**config.mk**
```make
export PLATFORM = sky130hd
export DESIGN_NAME = vline_seq
export DESIGN_NICKNAME = d
export VERILOG_FILES = /design/src/rtl/vline_pkg.sv /design/src/rtl/vline_cfg_hold.sv /design/src/rtl/vline_walker.sv /design/src/rtl/vline_row_map.sv /design/src/rtl/vline_seq.sv
export SDC_FILE = /design/constraint.sdc
export NUM_CORES = 1
export LEC_CHECK = 0
export BUFFER_PORTS_ARGS = -buffer_cell sky130_fd_sc_hd__buf_2
export CORE_MARGIN = 2
export CORE_UTILIZATION = 60
export DETAILED_ROUTE_END_ITERATION = 7
export PLACE_DENSITY = 0.84
export REMOVE_ABC_BUFFERS = 1
export SLEW_MARGIN = 40
export SYNTH_ARGS = -nofsm -noshare
export SYNTH_HDL_FRONTEND = slang
export SYNTH_SLANG_ARGS = --single-unit
export TNS_END_PERCENT = 30
```
**constraint.sdc**
```tcl
create_clock -name clk -period 13.86 [get_ports clk]
set_clock_uncertainty 0.2 [all_clocks]
set_input_delay 2.772 -clock clk [delete_from_list [all_inputs] [get_ports clk]]
set_output_delay 2.772 -clock clk [all_outputs]
set_load 0.01 [all_outputs]
```
**src/rtl/vline_pkg.sv**
```systemverilog
package vline_pkg;

  localparam int VL_CW   = 10;
  localparam int VL_NSEG = 20;
  localparam int VL_SW   = $clog2(VL_NSEG);

  typedef enum logic [3:0] {
    LT_VLONG  = 4'd0,
    LT_VV     = 4'd1,
    LT_VH     = 4'd2,
    LT_HH     = 4'd3,
    LT_HV     = 4'd4,
    LT_DARK   = 4'd5,
    LT_IMG    = 4'd6,
    LT_EVEN_A = 4'd7,
    LT_EVEN_B = 4'd8,
    LT_ODD_A  = 4'd9,
    LT_ODD_B  = 4'd10
  } ltype_e;

  // segment order is the order lines are emitted within a frame
  typedef enum logic [VL_SW-1:0] {
    SG_P_SYNC, SG_P_BACK, SG_P_ACT, SG_P_FRONT,
    SG_I_VV1, SG_I_VH1, SG_I_HH1, SG_I_BACK1, SG_I_ACT1, SG_I_FRONT1,
    SG_I_HHPRE, SG_I_HV, SG_I_VV2, SG_I_VH2, SG_I_HH2,
    SG_I_BACK2, SG_I_ACT2, SG_I_FRONT2, SG_I_HHEND,
    SG_NONE
  } seg_e;

  typedef struct packed {
    logic             ilace;
    logic             odd_first;
    logic             dbl;
    logic [VL_CW-1:0] sync1;
    logic [VL_CW-1:0] post1;
    logic [VL_CW-1:0] back1;
    logic [VL_CW-1:0] act1;
    logic [VL_CW-1:0] front1;
    logic [VL_CW-1:0] pre1;
    logic [VL_CW-1:0] sync2;
    logic [VL_CW-1:0] post2;
    logic [VL_CW-1:0] back2;
    logic [VL_CW-1:0] act2;
    logic [VL_CW-1:0] front2;
    logic [VL_CW-1:0] pre2;
  } vcfg_t;

  // number of lines a segment contributes under a configuration
  function automatic logic [VL_CW-1:0] seg_len(vcfg_t c, seg_e s);
    logic [VL_CW-1:0] k;
    logic [VL_CW-1:0] rem;
    logic [VL_CW-1:0] v;
    logic             prog_seg;
    k   = {{(VL_CW-1){1'b0}}, c.pre1[0]};
    rem = (c.sync2 >= k) ? (c.sync2 - k) : '0;
    prog_seg = 1'b0;
    case (s)
      SG_P_SYNC:   begin v = c.sync1;  prog_seg = 1'b1; end
      SG_P_BACK:   begin v = c.back1;  prog_seg = 1'b1; end
      SG_P_ACT:    begin v = c.act1;   prog_seg = 1'b1; end
      SG_P_FRONT:  begin v = c.front1; prog_seg = 1'b1; end
      SG_I_VV1:    v = c.sync1 >> 1;
      SG_I_VH1:    v = {{(VL_CW-1){1'b0}}, c.sync1[0]};
      SG_I_HH1:    v = c.post1 >> 1;
      SG_I_BACK1:  v = c.back1;
      SG_I_ACT1:   v = c.act1;
      SG_I_FRONT1: v = c.front1;
      SG_I_HHPRE:  v = c.pre1 >> 1;
      SG_I_HV:     v = k;
      SG_I_VV2:    v = rem >> 1;
      SG_I_VH2:    v = {{(VL_CW-1){1'b0}}, rem[0]};
      SG_I_HH2:    v = c.post2 >> 1;
      SG_I_BACK2:  v = c.back2;
      SG_I_ACT2:   v = c.act2;
      SG_I_FRONT2: v = c.front2;
      SG_I_HHEND:  v = c.pre2 >> 1;
      default:     v = '0;
    endcase
    if (s == SG_NONE)            return {{(VL_CW-1){1'b0}}, 1'b1};
    else if (prog_seg == c.ilace) return '0;
    else                          return v;
  endfunction

  // first non-empty segment at index >= from, SG_NONE when there is none
  function automatic seg_e seg_after(vcfg_t c, logic [VL_SW-1:0] from);
    seg_e r;
    r = SG_NONE;
    for (int i = VL_NSEG - 2; i >= 0; i--) begin
      if (i >= int'(from) && seg_len(c, seg_e'(i)) != '0) r = seg_e'(i);
    end
    return r;
  endfunction

  function automatic ltype_e seg_type(logic odd_first, seg_e s);
    case (s)
      SG_P_SYNC:                 return LT_VLONG;
      SG_I_VV1, SG_I_VV2:        return LT_VV;
      SG_I_VH1, SG_I_VH2:        return LT_VH;
      SG_I_HH1, SG_I_HHPRE,
      SG_I_HH2, SG_I_HHEND:      return LT_HH;
      SG_I_HV:                   return LT_HV;
      SG_P_ACT:                  return LT_IMG;
      SG_I_ACT1:                 return odd_first ? LT_ODD_A : LT_EVEN_A;
      SG_I_ACT2:                 return odd_first ? LT_EVEN_B : LT_ODD_B;
      default:                   return LT_DARK;
    endcase
  endfunction

endpackage

```
**src/rtl/vline_cfg_hold.sv**
```systemverilog
module vline_cfg_hold
  import vline_pkg::*;
(
  input  logic  clk,
  input  logic  rst,
  input  logic  adv,
  input  logic  take,
  input  vcfg_t cfg_live,
  output vcfg_t cfg_cur,
  output vcfg_t cfg_next
);

  vcfg_t shadow_q;

  // the configuration that the next line will be described with
  always_comb begin
    if (rst || (adv && take)) cfg_next = cfg_live;
    else                      cfg_next = shadow_q;
  end

  always_ff @(posedge clk) begin
    if (rst || (adv && take)) shadow_q <= cfg_live;
  end

  assign cfg_cur = shadow_q;

endmodule

```
**src/rtl/vline_walker.sv**
```systemverilog
module vline_walker
  import vline_pkg::*;
#(
  parameter  int FRAME_W = 16,
  localparam int LINE_W  = VL_CW + 4
) (
  input  logic               clk,
  input  logic               rst,
  input  logic               adv,
  input  vcfg_t              cfg_cur,
  input  vcfg_t              cfg_next,
  output logic               take,
  output seg_e               seg_n,
  output logic [VL_CW-1:0]   idx_n,
  output logic [LINE_W-1:0]  line_n,
  output logic [FRAME_W-1:0] frame_n
);

  seg_e               seg_q;
  logic [VL_CW-1:0]   idx_q;
  logic [LINE_W-1:0]  line_q;
  logic [FRAME_W-1:0] frame_q;

  logic [VL_CW-1:0]   cur_len;
  logic               last_in_seg;
  seg_e               follow;

  always_comb begin
    cur_len     = seg_len(cfg_cur, seg_q);
    last_in_seg = ({1'b0, idx_q} + 1'b1) >= {1'b0, cur_len};
    follow      = (seg_q == SG_NONE) ? SG_NONE
                : seg_after(cfg_cur, VL_SW'(seg_q) + 1'b1);
    take        = last_in_seg && (follow == SG_NONE);
  end

  always_comb begin
    seg_n   = seg_q;
    idx_n   = idx_q;
    line_n  = line_q;
    frame_n = frame_q;
    if (rst) begin
      seg_n   = seg_after(cfg_next, '0);
      idx_n   = '0;
      line_n  = LINE_W'(1);
      frame_n = '0;
    end else if (!last_in_seg) begin
      idx_n  = idx_q + 1'b1;
      line_n = line_q + 1'b1;
    end else if (!take) begin
      seg_n  = follow;
      idx_n  = '0;
      line_n = line_q + 1'b1;
    end else begin
      seg_n   = seg_after(cfg_next, '0);
      idx_n   = '0;
      line_n  = LINE_W'(1);
      frame_n = frame_q + 1'b1;
    end
  end

  always_ff @(posedge clk) begin
    if (rst || adv) begin
      seg_q   <= seg_n;
      idx_q   <= idx_n;
      line_q  <= line_n;
      frame_q <= frame_n;
    end
  end

  // the position never runs past the end of its segment
  a_r11_idx_in_seg: assert property (@(posedge clk) disable iff (rst)
    {1'b0, idx_q} < ({1'b0, seg_len(cfg_cur, seg_q)}));

endmodule

```
**src/rtl/vline_row_map.sv**
```systemverilog
module vline_row_map
  import vline_pkg::*;
#(
  localparam int ROW_W = VL_CW + 1
) (
  input  logic             odd_first,
  input  logic             dbl,
  input  seg_e             seg,
  input  logic [VL_CW-1:0] idx,
  output ltype_e           ltype,
  output logic [ROW_W-1:0] row,
  output logic             blank
);

  logic [VL_CW-1:0] base;
  logic             odd_bit;

  always_comb begin
    ltype   = seg_type(odd_first, seg);
    base    = dbl ? (idx >> 1) : idx;
    odd_bit = (seg == SG_I_ACT1) ? odd_first : !odd_first;
    blank   = 1'b1;
    row     = '0;
    case (seg)
      SG_P_ACT: begin
        row   = {1'b0, base};
        blank = 1'b0;
      end
      SG_I_ACT1, SG_I_ACT2: begin
        row   = {base, odd_bit};
        blank = 1'b0;
      end
      default: ;
    endcase
  end

endmodule

```
**src/rtl/vline_seq.sv**
```systemverilog
module vline_seq
  import vline_pkg::*;
#(
  parameter  int FRAME_W = 16,
  localparam int ROW_W   = VL_CW + 1,
  localparam int LINE_W  = VL_CW + 4
) (
  input  logic               clk,
  input  logic               rst,
  input  logic               line_done,
  input  logic               ilace_i,
  input  logic               odd_first_i,
  input  logic               dbl_i,
  input  logic [VL_CW-1:0]   sync1_i,
  input  logic [VL_CW-1:0]   post1_i,
  input  logic [VL_CW-1:0]   back1_i,
  input  logic [VL_CW-1:0]   act1_i,
  input  logic [VL_CW-1:0]   front1_i,
  input  logic [VL_CW-1:0]   pre1_i,
  input  logic [VL_CW-1:0]   sync2_i,
  input  logic [VL_CW-1:0]   post2_i,
  input  logic [VL_CW-1:0]   back2_i,
  input  logic [VL_CW-1:0]   act2_i,
  input  logic [VL_CW-1:0]   front2_i,
  input  logic [VL_CW-1:0]   pre2_i,
  output logic [3:0]         line_type_o,
  output logic [ROW_W-1:0]   img_row_o,
  output logic               blank_o,
  output logic [LINE_W-1:0]  line_num_o,
  output logic [FRAME_W-1:0] frame_o
);

  vcfg_t              cfg_live, cfg_cur, cfg_next;
  logic               take;
  seg_e               seg_n;
  logic [VL_CW-1:0]   idx_n;
  logic [LINE_W-1:0]  line_n;
  logic [FRAME_W-1:0] frame_n;
  ltype_e             ltype_n;
  logic [ROW_W-1:0]   row_n;
  logic               blank_n;

  always_comb begin
    cfg_live.ilace     = ilace_i;
    cfg_live.odd_first = odd_first_i;
    cfg_live.dbl       = dbl_i;
    cfg_live.sync1     = sync1_i;
    cfg_live.post1     = post1_i;
    cfg_live.back1     = back1_i;
    cfg_live.act1      = act1_i;
    cfg_live.front1    = front1_i;
    cfg_live.pre1      = pre1_i;
    cfg_live.sync2     = sync2_i;
    cfg_live.post2     = post2_i;
    cfg_live.back2     = back2_i;
    cfg_live.act2      = act2_i;
    cfg_live.front2    = front2_i;
    cfg_live.pre2      = pre2_i;
  end

  vline_cfg_hold u_hold (
    .clk      (clk),
    .rst      (rst),
    .adv      (line_done),
    .take     (take),
    .cfg_live (cfg_live),
    .cfg_cur  (cfg_cur),
    .cfg_next (cfg_next)
  );

  vline_walker #(.FRAME_W(FRAME_W)) u_walk (
    .clk      (clk),
    .rst      (rst),
    .adv      (line_done),
    .cfg_cur  (cfg_cur),
    .cfg_next (cfg_next),
    .take     (take),
    .seg_n    (seg_n),
    .idx_n    (idx_n),
    .line_n   (line_n),
    .frame_n  (frame_n)
  );

  vline_row_map u_map (
    .odd_first (cfg_next.odd_first),
    .dbl       (cfg_next.dbl),
    .seg       (seg_n),
    .idx       (idx_n),
    .ltype     (ltype_n),
    .row       (row_n),
    .blank     (blank_n)
  );

  always_ff @(posedge clk) begin
    if (rst || line_done) begin
      line_type_o <= ltype_n;
      img_row_o   <= row_n;
      blank_o     <= blank_n;
      line_num_o  <= line_n;
      frame_o     <= frame_n;
    end
  end

  // no strobe, no change
  a_r2_hold: assert property (@(posedge clk) disable iff (rst)
    !line_done |=> ($stable(line_num_o) && $stable(line_type_o) &&
                    $stable(img_row_o) && $stable(frame_o)));

  // a strobe either steps the line or restarts at 1
  a_r3_line_step: assert property (@(posedge clk) disable iff (rst)
    line_done |=> (line_num_o == LINE_W'(1)) ||
                  (line_num_o == $past(line_num_o) + 1'b1));

  // the frame counter moves exactly when line 1 comes back
  a_r3_frame_on_wrap: assert property (@(posedge clk) disable iff (rst)
    line_done |=> ((line_num_o == LINE_W'(1)) == (frame_o != $past(frame_o))));

  // field parity shows up in the row's low bit
  a_r8_parity: assert property (@(posedge clk) disable iff (rst)
    (line_type_o == LT_ODD_A || line_type_o == LT_ODD_B) |-> img_row_o[0]);
  a_r8_parity_even: assert property (@(posedge clk) disable iff (rst)
    (line_type_o == LT_EVEN_A || line_type_o == LT_EVEN_B) |-> !img_row_o[0]);

  // blank agrees with the type class
  a_r9_blank: assert property (@(posedge clk) disable iff (rst)
    blank_o == (line_type_o < 4'd6));

  // only defined type codes appear
  a_r12_legal: assert property (@(posedge clk) disable iff (rst)
    line_type_o <= 4'd10);

endmodule

```
==> results of run 1 <==
## cells by family after synthesis
logic type | count (synthesis) | synth area share (%)
flip-flops | 181 | 39.51
buffers and inverters | 75 | 3.199
XOR/XNOR | 46 | 3.830
AND/OR/NAND/NOR | 423 | 20.39
AO/OA/AOI/OAI | 221 | 15.65
adder cells (fa/ha/maj) | 25 | 2.919
multiplexers | 140 | 14.51
## metal layers
metal	vias to the layer above	share of wire, %
met5	-	0
met4	0	4.3
met3	92	8.6
met2	551	46
met1	4630	41
li1	4524	-
## sequential cells by signal (all words and copies together), names as in the netlist
name            count
u_hold.cfg_cur    120
u_walk.frame_q     16
u_walk.line_q      14
img_row_o          11
u_walk.idx_q       10
u_walk.seg_q        5
line_type_o         4
blank_o             1
## final timing paths
check	endpoint	slack (ns)	cells after the start
worst max-delay path	line_type_o[3]$_DFFE_PP_	4.52	29
worst min-delay path	u_hold.cfg_cur[91]$_DFF_P_	0.32	1
worst max register to register	line_type_o[3]$_DFFE_PP_	4.52	29
worst min register to register	u_hold.cfg_cur[91]$_DFF_P_	0.32	1
## stage by stage
step / utilization, % / instances / cell area (sq um) / setup WS (ns) / total power, mW
2_1_floorplan: - / 1060 / 10460 / 4.030 / 1.280
3_3_place_gp: 67.06 / 1460 / 11640 / 4.466 / 1.489
3_5_place_dp: 67.31 / 1461 / 11680 / 4.661 / 1.517
4_1_cts: 70.69 / 1493 / 12270 / 4.606 / 2.000
5_1_grt: 70.69 / 1493 / 12270 / 4.078 / 2.119
6_report: 70.70 / 1494 / 12270 / 4.518 / 2.019
## area by class of cell
type | instances | area (sq um)
Inverter | 24 | 90.09
Multi-Input combinational cell | 855 | 6168
Clock inverter | 14 | 157.7
Fill cell | 1330 | 5085
Antenna cell | 1 | 2.502
Timing Repair Buffer | 176 | 908.4
Sequential cell | 181 | 4234
Clock buffer | 18 | 429.2
Tap cell | 225 | 281.5
## where the power goes
group | switching (mW) | total, mW | internal [mW]
clock network | 0.241 | 0.485 | 0.243
logic | 0.475 | 0.791 | 0.317
registers | 0.0968 | 0.743 | 0.646
total | 0.813 | 2.02 | 1.21
## layout by cell type (no fill, tap or decap), drive strengths merged, types with 13 or more instances in the layout
cell type	Yosys	routed
o21ai	49	49
and2	13	13
ha	25	25
a22oi	30	30
buf	26	176
a21oi	31	31
xor2	27	27
nand3	53	53
a222oi	17	17
nor4	41	41
clkbuf	25	18
dfxtp	120	120
nor2	114	114
nor3	31	31
nand2	65	65
edfxtp	61	61
inv	24	34
and3	26	26
mux2i	23	23
xnor2	19	19
nand2b	14	14
mux2	117	117
## worst max-delay path, delay by kind of cell (launching register included)
kind / cells / cell delay, ns
DFF: 1 / 0.52
AOI/OAI and AO/OA: 14 / 3.01
adders and majority gates: 6 / 1.56
muxes: 1 / 0.42
and+or+nand+nor: 7 / 2.81
buffers and inverters: 1 / 0.63
==> results.cfg, run 1 <==
[yosys]
synth_edf_count = 61
synth.distinct_cells = 92
synth_top_area_cell = dfxtp_1
synth_common_cells = 120 x dfxtp_1, 117 x mux2_2, 114 x nor2_1
async_reset_ff_share_pct = 0
ys.flop_type = dfxtp_1
synth-seq-cells = 181
yosys.area.top_type_share_pct = 22.42
yosysMostFrequentCell = dfxtp_1
yosys_warnings = 0
netlist_instances = 1111
synth_area_sq_um = 10720
syn_avg_cell_area_sq_um = 9.646
ys_seq_area_share_pct = 39.51
netlist_top_cells_area = dfxtp_1 22%, edfxtp_1 17%, mux2_2 12%

[cts]
clkTransAtPathRegs_ns = 0.07
numCtsBuffers = 17
cts_hold_buf = 0
clock_path_buffers = 2
cts_root_buf = clkbuf_16
postCtsSetupRepairBufs = 0
insertion_delay_ns = 0.45
htreeDepth = 4
cts_resized = 0
clkSinkCount = 181
cts_tree = yes

[final_layout]
syn_to_final_growth_pct = 14.51
drive_gt1_share_pct = 28.39
finalNetCount = 1406

[global_routing]
grt_pass1_wl_mm = 47.39
gr-total-overflow = 0
gr-usage-all-layers_pct = 32.08
grt_max_degree = 84
grt_use_met1_pct = 41.45
met2_usage_pct = 51.88
grt_pass1_vias = 9255
grt_use_met3_pct = 5.666
busiest_layer = met2
antenna_found_initial = 1

[routing]
drtPass1Iterations = 8
num_vias = 9797
route.detailed.drc = 0
ant_nets = 0
wirelength_mm = 29.84
routedWlPerCell_microns = 19.97
drt_iter0_drc = 1081
vias_per_cell = 6.558

[setup_path]
worstReg2RegStart = u_hold.cfg_cur[60]$_DFF_P_
max_stage_delay_ns = 0.74
crit_start = u_hold.cfg_cur[60]$_DFF_P_
start_kind = flop
cp_slowest_cell = nor4_1
crit_path_max_fanout = 83
cp_data_arrival_time_ns = 9.41
cp-end-kind = flop
cpMostUsedCell = ha_1
critical_path_class = flop to flop
required_ns = 13.93

[timing]
fmax_ghz = 0.1070
maxSlewViolCount = 0
fin_tns_setup_ns = 0
timing.final.crit_share_pct = 67.40
grt_setup_unrepaired = false
hold_viol = 0
setup_violations = 0
worstMarginPinSlew_ns = 0.8132
period_minus_slack_ns = 9.342
hold_slack_ns = 0.3184
slew_headroom_pct = 45.67

[die]
die_y_microns = 137.6
core_sq_um = 17360
rows = 48
dieArea_sq_um = 18950
dieWidth_microns = 137.6
pin_count = 172
start_util_pct = 61.74

[pwr]
power_leakage_nw = 4.912
power_per_cell_area_nw_per_um2 = 164.5
ir_drop_mv = 0.1279

[worst_hold_path]
hp-class = flop to flop
hp-start = u_hold.cfg_cur[91]$_DFF_P_

[placement]
port_buffers = 168
gp_congestion = 0.9776
dp_hpwl_mm = 22.39

[status]
outcome = finished, final reports clean

[flow_run]
max_cap_viol_count = 0
No activity file was read; power rests on OpenSTA's default activity.
==> inputs of run 2 (changes only) <==
--- a/config.mk
+++ b/config.mk
@@ -7,9 +7,9 @@
 export LEC_CHECK = 0
 export BUFFER_PORTS_ARGS = -buffer_cell sky130_fd_sc_hd__buf_2
 export CORE_MARGIN = 2
-export CORE_UTILIZATION = 60
+export CORE_UTILIZATION = 52
 export DETAILED_ROUTE_END_ITERATION = 7
-export PLACE_DENSITY = 0.84
+export PLACE_DENSITY = 0.77
 export REMOVE_ABC_BUFFERS = 1
 export SLEW_MARGIN = 40
 export SYNTH_ARGS = -nofsm -noshare
==> constraint.sdc (replaced) <==
create_clock -name clk -period 8.1 [get_ports clk]
set_clock_uncertainty 0.2 [all_clocks]
set_input_delay 1.62 -clock clk [delete_from_list [all_inputs] [get_ports clk]]
set_output_delay 1.62 -clock clk [all_outputs]
set_load 0.01 [all_outputs]
==> run 2 against run 1 <==
  * Wire length increased by 3.1%
  * Non-clock buffer count increased by 35
  * Critical path depth increased by 2
  * Largest cell class unchanged
  * Power increased by 76%
  * Via count decreased by 0.39%
  * Core utilization decreased by 8.6 points
  * Critical endpoint is now line_type_o[1]$_DFFE_PP_
  * Clock power increased by 69%
==> results.cfg, run 2 (synthesized netlist as in run 1, its figures left out) <==
[final_layout]
final_common_cell = buf_2
diodes = 0
syn_to_final_growth_pct = 17.20
layout_common_cells = 168 x buf_2, 120 x dfxtp_1, 117 x mux2_2
largest_register_ffs = 120
finalNetCount = 1441
fin_util_pct = 62.07
drive_gt1_share_pct = 30.16
fin_cells = 1573

[worst_hold_path]
hp-class = flop to flop

[global_routing]
grt_pass1_vias = 9216
gr-total-overflow = 0
gr-usage-all-layers_pct = 27.76
grt_pass1_wl_mm = 48.24
antenna_found_initial = 0
grt_max_degree = 70

[routing]
routedWlPerCell_microns = 19.55
drtPass1Iterations = 6
route.detailed.drc = 0
drt_iter0_drc = 983
vias_per_cell = 6.204
num_vias = 9759
wirelength_mm = 30.76
ant_nets = 0

[status]
outcome = finished, final reports clean

[placement]
dp_hpwl_mm = 23.66
dp_worst_setup_slack_ns = 0.6281
dp.cells = 1541
gp_congestion = 1.019
port_buffers = 168

[pwr]
p_seq_share_pct = 35.7
p_total_mw = 3.550
power_per_cell_area_nw_per_um2 = 282.7
pwr-share-comb_pct = 41.2
swShare_pct = 39.41
clockPowerShare_pct = 23.1
p_switching_mw = 1.399
p_int_mw = 2.151
ir_drop_mv = 0.1759
power_leakage_nw = 5.080

[timing]
setup_violations = 0
period_minus_slack_ns = 7.597
fmax_ghz = 0.1316
worstMarginPinSlew_ns = 0.8055
hold_viol = 0
slew_headroom_pct = 46.30
grt_setup_unrepaired = false
maxSlewViolCount = 0
timing.final.crit_share_pct = 93.79
setup_ws_ns = 0.5027

[setup_path]
cp_slowest_cell = edfxtp_1
cp-endpoint = line_type_o[1]$_DFFE_PP_
crit_start = u_walk.seg_q[0]$_DFFE_PP_
cpMostUsedCell = ha_1
rrSetupSlack_ns = 0.50
max_stage_delay_ns = 0.60
cp_data_arrival_time_ns = 7.68
reg2reg_depth = 31
critical_path_class = flop to flop
r2r-end = line_type_o[1]$_DFFE_PP_
cp-end-kind = flop
crit_path_max_fanout = 11
worstReg2RegStart = u_walk.seg_q[0]$_DFFE_PP_
required_ns = 8.18
start_kind = flop

[cts]
numCtsBuffers = 17
postCtsSetupRepairBufs = 0
cts_tree = yes
cts_resized = 0
clkTransAtPathRegs_ns = 0.07
htreeDepth = 4
insertion_delay_ns = 0.44
clock_path_buffers = 2
clkSinkCount = 181
cts_hold_buf = 0
cts_root_buf = clkbuf_16

[die]
pin_count = 172
core_sq_um = 20230
rows = 52
dieArea_sq_um = 21770
die_y_microns = 147.6
start_util_pct = 52.96
dieWidth_microns = 147.6

[flow_run]
max_cap_viol_count = 0
## run 2: cell count changes in the layout (fill, tap and decap cells not counted)
cell and delta:
diode_2 -1, clkinv_2 +1, clkinvlp_4 +1, inv_12 -1
nor3_1 +2, nor3_2 -2, clkinv_8 -1, clkbuf_16 +1
o41ai_2 +1, o41ai_4 -1, buf_4 +36, buf_6 -1
clkinv_4 -1
## run 2: through the flow
step	TNS [ns]	area, sq um	hold slack [ns]
after floorplan	-25.36	10460	0.2588
final	0	12560	0.3150
after global routing	0	12560	0.3355
after detailed placement	0	11970	0.2970
after global placement	0	11970	0.2818
after CTS	0	12560	0.3147
## run 2: area by class of cell
cell class,instances,area (sq um)
timing repair buffer,211,1167
clock inverter,13,128.9
fill,1705,7675
sequential,181,4234
inverter,24,90.09
multi-input combinational,855,6147
tap,270,337.8
clock buffer,19,454.2
## run 2: worst min path at each step
| stage | slack (ns) | startpoint | cells past startpoint | end |
|---|---|---|---|---|
| after global routing | 0.34 | u_hold.cfg_cur[94]$_DFF_P_ | 1 | u_hold.cfg_cur[94]$_DFF_P_ |
| after global placement | 0.28 | u_hold.cfg_cur[50]$_DFF_P_ | 2 | u_hold.cfg_cur[50]$_DFF_P_ |
| after detailed placement | 0.30 | u_hold.cfg_cur[95]$_DFF_P_ | 1 | u_hold.cfg_cur[95]$_DFF_P_ |
| final | 0.31 | u_hold.cfg_cur[95]$_DFF_P_ | 1 | u_hold.cfg_cur[95]$_DFF_P_ |
| after CTS | 0.31 | u_hold.cfg_cur[95]$_DFF_P_ | 1 | u_hold.cfg_cur[95]$_DFF_P_ |
| after floorplan | 0.26 | u_hold.cfg_cur[50]$_DFF_P_ | 2 | u_hold.cfg_cur[50]$_DFF_P_ |
## run 2: layer usage
| layer | track usage [%] | part of all wire, % |
|---|---|---|
| met3 | 3.796 | 7.3 |
| met2 | 45.49 | 47 |
| met5 | 0 | 0 |
| met4 | 13.32 | 4.5 |
| met1 | 36.34 | 41 |
## run 2: critical path: cells and delay by family, from the launching register on
| family | cells | cell delay [ns] |
|---|---|---|
| simple gates | 8 | 1.65 |
| compound gates | 15 | 2.94 |
| mux | 1 | 0.39 |
| buf+inv | 2 | 0.33 |
| flops | 1 | 0.60 |
| fa+ha+maj | 5 | 1.33 |
## run 2: power groups by stage
stage	clock network [mW]	logic, mW	registers [mW]
2_1_floorplan	0	0.936	1.26
3_3_place_gp	0	1.39	1.27
3_5_place_dp	0	1.42	1.28
4_1_cts	0.831	1.43	1.26
5_1_grt	0.866	1.57	1.29
6_report	0.821	1.46	1.27
